## src/rtl/serial_cfg_pkg.sv

```systemverilog
package serial_cfg_pkg;
  typedef enum logic [1:0] {
    DST_CTRL = 2'd0,
    DST_PAT0 = 2'd1,
    DST_PAT1 = 2'd2,
    DST_PROG = 2'd3
  } dst_e;
endpackage

```

## src/rtl/serial_cfg_shifter.sv

```systemverilog
module serial_cfg_shifter #(
  parameter int VAL_W = 5
) (
  input  logic             clk,
  input  logic             rst,
  input  logic             accept,
  input  logic             escape,
  input  logic             din,
  output logic             done,
  output logic [VAL_W-1:0] value
);
  localparam int CNT_W = $clog2(VAL_W) + 1;
  localparam logic [CNT_W-1:0] LAST = CNT_W'(VAL_W - 1);

  logic [CNT_W-1:0] cnt;
  logic [VAL_W-1:0] acc;
  logic [VAL_W-1:0] nxt;

  always_comb begin
    nxt = acc;
    for (int i = 0; i < VAL_W; i++)
      if (cnt == CNT_W'(i)) nxt[i] = din;
  end

  assign done  = accept && !escape && (cnt == LAST);
  assign value = nxt;

  always_ff @(posedge clk) begin
    if (rst) begin
      cnt <= '0;
      acc <= '0;
    end else if (accept) begin
      if (escape || cnt == LAST) begin
        cnt <= '0;
        acc <= '0;
      end else begin
        cnt <= cnt + 1'b1;
        acc <= nxt;
      end
    end
  end

  a_r9_count_bound: assert property (@(posedge clk) disable iff (rst)
    cnt <= LAST);
  a_r8_clear_after_commit: assert property (@(posedge clk) disable iff (rst)
    done |=> (cnt == '0 && acc == '0));
  a_r2_hold_idle: assert property (@(posedge clk) disable iff (rst)
    !accept |=> ($stable(cnt) && $stable(acc)));
endmodule

```

## src/rtl/serial_cfg_bank.sv

```systemverilog
module serial_cfg_bank #(
  parameter int VAL_W  = 5,
  parameter int PROG_W = 4
) (
  input  logic              clk,
  input  logic              rst,
  input  logic              commit,
  input  logic [1:0]        dst,
  input  logic [VAL_W-1:0]  value,
  input  logic              escape_hit,
  output logic [VAL_W-1:0]  ctrl_q,
  output logic [VAL_W-1:0]  pat0_q,
  output logic [VAL_W-1:0]  pat1_q,
  output logic [PROG_W-1:0] prog_q
);
  import serial_cfg_pkg::*;
  localparam logic [VAL_W-1:0] CTRL_RST  = VAL_W'(5'h0C);
  localparam logic [VAL_W-1:0] CTRL_MODE = VAL_W'(5'h0C);

  always_ff @(posedge clk) begin
    if (rst) begin
      ctrl_q <= CTRL_RST;
      pat0_q <= '0;
      pat1_q <= '0;
      prog_q <= '0;
    end else if (escape_hit) begin
      ctrl_q <= ctrl_q | CTRL_MODE;
    end else if (commit) begin
      case (dst_e'(dst))
        DST_CTRL: ctrl_q <= value;
        DST_PAT0: pat0_q <= value;
        DST_PAT1: pat1_q <= value;
        default:  prog_q <= value[PROG_W-1:0];
      endcase
    end
  end

  a_r7_mode_bits: assert property (@(posedge clk) disable iff (rst)
    escape_hit |=> (ctrl_q[3:2] == 2'b11 && ctrl_q[4] == $past(ctrl_q[4])
                    && ctrl_q[1:0] == $past(ctrl_q[1:0])));
  a_r5_hold_no_commit: assert property (@(posedge clk) disable iff (rst)
    (!commit && !escape_hit) |=> ($stable(ctrl_q) && $stable(pat0_q)
                                  && $stable(pat1_q) && $stable(prog_q)));
  a_r6_prog_width: assert property (@(posedge clk) disable iff (rst)
    (commit && dst == 2'd3) |=> prog_q == $past(value[PROG_W-1:0]));
  a_r4_ctrl_dest: assert property (@(posedge clk) disable iff (rst)
    (commit && dst == 2'd0) |=> ctrl_q == $past(value));
endmodule

```

## src/rtl/serial_cfg_regs.sv

```systemverilog
module serial_cfg_regs #(
  parameter int ADDR_W = 16,
  parameter int DATA_W = 8,
  parameter int VAL_W  = 5,
  parameter int PROG_W = 4
) (
  input  logic              clk,
  input  logic              rst,
  input  logic              wr_en,
  input  logic [ADDR_W-1:0] wr_addr,
  input  logic [DATA_W-1:0] wr_data,
  output logic [VAL_W-1:0]  ctrl_q,
  output logic [VAL_W-1:0]  pat0_q,
  output logic [VAL_W-1:0]  pat1_q,
  output logic [PROG_W-1:0] prog_q
);
  localparam int SEL_LO = ADDR_W - 3;

  logic accept, escape, done;
  logic [VAL_W-1:0] value;

  assign accept = wr_en && wr_addr[ADDR_W-1];
  assign escape = wr_data[DATA_W-1];

  serial_cfg_shifter #(.VAL_W(VAL_W)) u_shift (
    .clk(clk), .rst(rst), .accept(accept), .escape(escape),
    .din(wr_data[0]), .done(done), .value(value)
  );

  serial_cfg_bank #(.VAL_W(VAL_W), .PROG_W(PROG_W)) u_bank (
    .clk(clk), .rst(rst), .commit(done),
    .dst(wr_addr[SEL_LO+1:SEL_LO]), .value(value),
    .escape_hit(accept && escape),
    .ctrl_q(ctrl_q), .pat0_q(pat0_q), .pat1_q(pat1_q), .prog_q(prog_q)
  );

  a_r2_ignore: assert property (@(posedge clk) disable iff (rst)
    !accept |=> ($stable(ctrl_q) && $stable(pat0_q) && $stable(pat1_q) && $stable(prog_q)));
endmodule

```

## config.mk

```make
export PLATFORM = sky130hd
export DESIGN_NAME = serial_cfg_regs
export DESIGN_NICKNAME = d
export VERILOG_FILES = /design/src/rtl/serial_cfg_pkg.sv /design/src/rtl/serial_cfg_shifter.sv /design/src/rtl/serial_cfg_bank.sv /design/src/rtl/serial_cfg_regs.sv
export SDC_FILE = /design/constraint.sdc
export NUM_CORES = 1
export LEC_CHECK = 0
export ABC_CLOCK_PERIOD_IN_PS = 3100
export BUFFER_PORTS_ARGS = -buffer_cell sky130_fd_sc_hd__buf_2
export CELL_PAD_IN_SITES_DETAIL_PLACEMENT = 1
export CELL_PAD_IN_SITES_GLOBAL_PLACEMENT = 1
export CORE_ASPECT_RATIO = 0.6
export CORE_MARGIN = 2
export CORE_UTILIZATION = 38
export CTS_CLUSTER_DIAMETER = 40
export DETAILED_ROUTE_END_ITERATION = 10
export PLACE_DENSITY = 0.82
export REMOVE_ABC_BUFFERS = 1
export SYNTH_ARGS = -nofsm -noshare
export SYNTH_HDL_FRONTEND = slang
export SYNTH_SLANG_ARGS = --single-unit
```

## constraint.sdc

```tcl
create_clock -name clk -period 3.1 [get_ports clk]
set_clock_uncertainty 0.2 [all_clocks]
set_input_delay 0.155 -clock clk [delete_from_list [all_inputs] [get_ports clk]]
set_output_delay 0.155 -clock clk [all_outputs]
set_load 0.05 [all_outputs]
```

Yosys cells after proc, flatten, opt, wreduce, memory -nomap -nowiden. Cells that the tools add are included. W data, S select, Z words.

Word-level logic and storage cells: 38. Flip-flop bits (word level): 28. Output and inout bits: 19.

Mux-type cells: 7. Reduce and logical (&&, ||, !) cells: 15. $add $sub $neg: 1. Eq/ne operators: 6. Bitwise operators: 2.

Operators with widths (number): $reduce_and A3 Y1 (4); $eq A4 B2 Y1 const B (2); $mux W1 (5); $mux W5 (1); $add A4 B1 Y4 const B (1); $eq A4 B1 Y1 const B (1); $eq A4 B3 Y1 const B (1); $logic_and A1 B1 Y1 (4); $logic_not A4 Y1 (1); $mux W4 (1); $reduce_or A3 Y1 (1); $eq A2 B1 Y1 const B (1); $eq A2 B2 Y1 const B (1); $logic_not A2 Y1 (1); $not A1 Y1 (2); $reduce_and A2 Y1 (1); $reduce_or A2 Y1 (1); $logic_not A1 Y1 (1); $logic_or A1 B1 Y1 (1).

Logic depth before layout (Yosys ltp).
Depth after elaboration: 4. Depth in mapped cells: 6. Depth with buffers taken out: 6.

Modules after synthesis. From an unflattened synthesis, not the netlist that was laid out.

Cell total of the unflattened synthesis: 140. Area, all modules: 1427.6 um2.

By module, submodules not included: serial_cfg_bank (times used 1, sequential area each 380.4 um2, cells an instance 76, area an instance 837.1 um2); serial_cfg_shifter (times used 1, sequential area each 180.2 um2, cells an instance 62, area an instance 578.1 um2); serial_cfg_regs (times used 1, sequential area each 0.0 um2, cells an instance 2, area an instance 12.5 um2).

Worst setup path after synthesis. No wires, ideal clock.

Path type: reg2reg. Start point: reg u_shift.cnt[0]. End point: reg u_bank.pat1_q[0]. Path buffers: 0. Slack: 1202 ps. Data arrival time: 1612 ps. Stages on the path, launching flop included: 7. Period minus slack after synthesis: 1898 ps. Data required time: 2814 ps. Setup time: 86 ps. Cell sequence: dfxtp_1 -> inv_1 -> ha_1 -> or3b_4 -> nor4_4 -> nor2_1 -> a211oi_1.

Longest elaborated chain between the ends: 3. Elaborated cells between the ends (all ways): 5.

Ends and longest elaborated chain: start, declared (line serial_cfg_shifter.sv:15) `logic [CNT_W-1:0] cnt;`; start signal, assigned (line serial_cfg_shifter.sv:37) `cnt <= cnt + 1'b1;`; $eq A4 B3 Y1 (line serial_cfg_shifter.sv:25) `assign done = accept && !escape && (cnt == LAST);`; $logic_and A1 B1 Y1 (line serial_cfg_shifter.sv:25); $reduce_and A3 Y1 (no source line); end signal, assigned (line serial_cfg_bank.sv:32) `DST_PAT1: pat1_q <= value;`; end, declared (line serial_cfg_bank.sv:13) `output logic [VAL_W-1:0] pat1_q,`.

Parallel ways exist; a longest one is shown, timed or not. A chain may end at the register's enable or synchronous reset.

Final worst setup path.
Start point: reg u_shift.cnt[0]. End point: reg u_bank.pat1_q[2].

Same word-level chain as after synthesis.

==> results.py <==
metrics = {
    "critical_path": {
        "end_kind": "flop",
        "arrival_ns": 2.15,
        "crit_fanout": 10,
        "cp-start-kind": "flop",
        "rr_worst_depth": 6,
        "path_class": "flop to flop",
        "cp.required_ns": 3.08,
    },
    "logic_synthesis": {
        "synth-seq-cells": 28,
        "synth_seq_area_share_pct": 44.89,
        "ys.flop_type": "dfxtp_1",
        "syn_inst": 132,
        "synth_area_um2": 1249,
        "ys_warn_count": 0,
        "synthTopCellsByCount": "dfxtp_1 (28), nor2_1 (21), a211oi_1 (17)",
        "netlist.top_cell.by_area": "dfxtp_1",
        "synth-edff-count": 0,
        "synth.most_common_cell": "dfxtp_1",
        "ys_async_sr_fraction_pct": 0,
        "synthDistinctLibCells": 24,
        "synth_top_area_share_pct": 44.89,
        "synth.avg_cell_area_um2": 9.460,
        "post_synth_main_area_contributors": "dfxtp_1 (45%), a211oi_1 (10%), nor4_4 (6.8%)",
    },
    "global_routing": {
        "grt_pass1_vias": 1013,
        "grt_max_degree": 28,
        "antenna_found_initial": 0,
        "overflow": 0,
        "grt_usage_pct": 16.80,
        "grt_pass1_wl_um": 4885,
    },
    "finish": {
        "fin_util_pct": 45.78,
        "area_growth_pct": 17.44,
        "drive_gt1_share_pct": 22.93,
        "layout.cells.non_filler": 202,
        "num_antenna_cells": 0,
        "nets": 190,
    },
    "placement": {
        "portBuffers": 26,
        "gp_congestion": 0.8172,
        "dp_hpwl_um": 2242,
        "placed_cells": 198,
    },
    "floorplanning": {
        "die_area_um2": 3776,
        "start_util_pct": 38.98,
        "fp.coreArea_um2": 3203,
        "placementRows": 16,
        "dieHeight_um": 48.41,
        "die_x_um": 78.01,
        "ios": 46,
    },
    "timing": {
        "max_slew_margin_pct": 60.00,
        "report.final.setup_viol": 0,
        "max_freq_mhz": 461.4,
        "fin_crit_ns": 2.167,
        "rsz0062_at_grt": "false",
        "final_max_slew_viol_count": 0,
        "finalSetupTns_ns": 0,
        "worst_pin_slew_ns": 0.5833,
        "whs_ns": 0.08258,
        "final_hold_viol_count": 0,
        "fin_crit_sh_pct": 69.91,
    },
    "cts": {
        "clock_path_buffers": 2,
        "root_buffer": "clkbuf_8",
        "cts.repair.resized": 0,
        "clkLatencyLatePin_ns": 0.27,
        "cts_sinks": 28,
        "clk_pin_slew_ns": 0.09,
        "htreeDepth": 1,
        "cts_tree": "built",
        "numCtsBuffers": 3,
    },
    "route": {
        "drc_errors": 0,
        "vias": 1032,
        "routed_wirelength_um": 2906,
        "drtAntennaViolNets": 0,
        "drt-wirelength-per-cell_um": 14.39,
        "avgViaCountPerCell": 5.109,
        "first_iter_violations": 65,
        "drtPass1Iterations": 4,
    },
    "pwr": {
        "p_leak_nw": 0.5460,
        "vdd.ir_drop.worst_uv": 161.9,
        "powerDensity_nw_per_um2": 404.9,
    },
    "run": {
        "maxCapViolCount": 0,
    },
    "run_status": {
        "status": "finished, final reports clean",
    },
    "hold_path": {
        "hp-class": "input pin to flop",
        "holdPathStages": 4,
    },
}
[cell families after synthesis]
family | Yosys count | share of synthesized area [%]
fa+ha+maj | 4 | 4.008
flops | 28 | 44.89
mux | 5 | 4.008
compound gates | 31 | 16.03
buf+inv | 8 | 2.504
simple gates | 56 | 28.56
[final timing paths]
check,endpoint,slack [ns],from
max reg2reg,u_bank.pat1_q[2],0.93,u_shift.cnt[0]
max,u_bank.pat1_q[2],0.93,u_shift.cnt[0]
min reg2reg,u_shift.acc[4],0.28,u_shift.acc[4]
min,u_bank.ctrl_q[1],0.08,wr_addr[14]
[sequential cells by signal, summed over array words and instances, names as in the netlist]
signal	count
u_bank.ctrl_q	5
u_bank.pat0_q	5
u_bank.pat1_q	5
u_shift.acc	5
u_bank.prog_q	4
u_shift.cnt	4
[critical path, stage by stage (launching register included)]
cell and delay [ns]:
dfxtp_1 0.35, inv_1 0.12, ha_1 0.24, or3b_4 0.44, nor4_4 0.41, nor2_1 0.10
a211oi_1 0.23
[power breakdown]
group	leakage, nW	switching [mW]	internal (mW)
registers	0.226	0.00109	0.361
clock network	0.0216	0.104	0.0871
logic	0.299	0.0279	0.0134
total	0.546	0.133	0.461
[layout make-up]
cell class,count,area [µm²]
fill,396,1737
multi-input combinational,96,656.9
sequential,28,560.5
timing repair buffer,27,140.1
tap,45,56.30
clock buffer,3,41.29
inverter,3,11.26
[routing by layer]
layer | global-route usage [%] | share of wire, %
met5 | 0 | 0
met1 | 22.12 | 48
met3 | 4.664 | 4.5
met2 | 27.44 | 47
met4 | 4.386 | 0.93
[metrics by stage]
step	cell area [µm²]	total power, mW	setup slack (ns)
2_1_floorplan	1229	0.3912	1.202
3_3_place_gp	1415	0.4087	1.003
3_5_place_dp	1415	0.4106	0.9324
4_1_cts	1466	0.6031	0.8909
5_1_grt	1466	0.6240	0.6941
6_report	1466	0.5937	0.9327
[cell usage in the layout, fill, tap and decap left out, drive strengths merged, types with 4 or more instances in the layout]
cell / count
nor4: 4
nor2: 21
o21ai: 7
a211oi: 17
a21oi: 6
nand3b: 6
ha: 4
nand2: 9
buf: 26
dfxtp: 28
mux2i: 5
[repair_timing]
| action | in CTS | in global routing |
|---|---|---|
| hold buffers | 1 | 0 |
| setup buffers | 0 | 0 |
| endpoints found under the hold margin | 2 | 0 |
(Power assumes the default switching activity.)
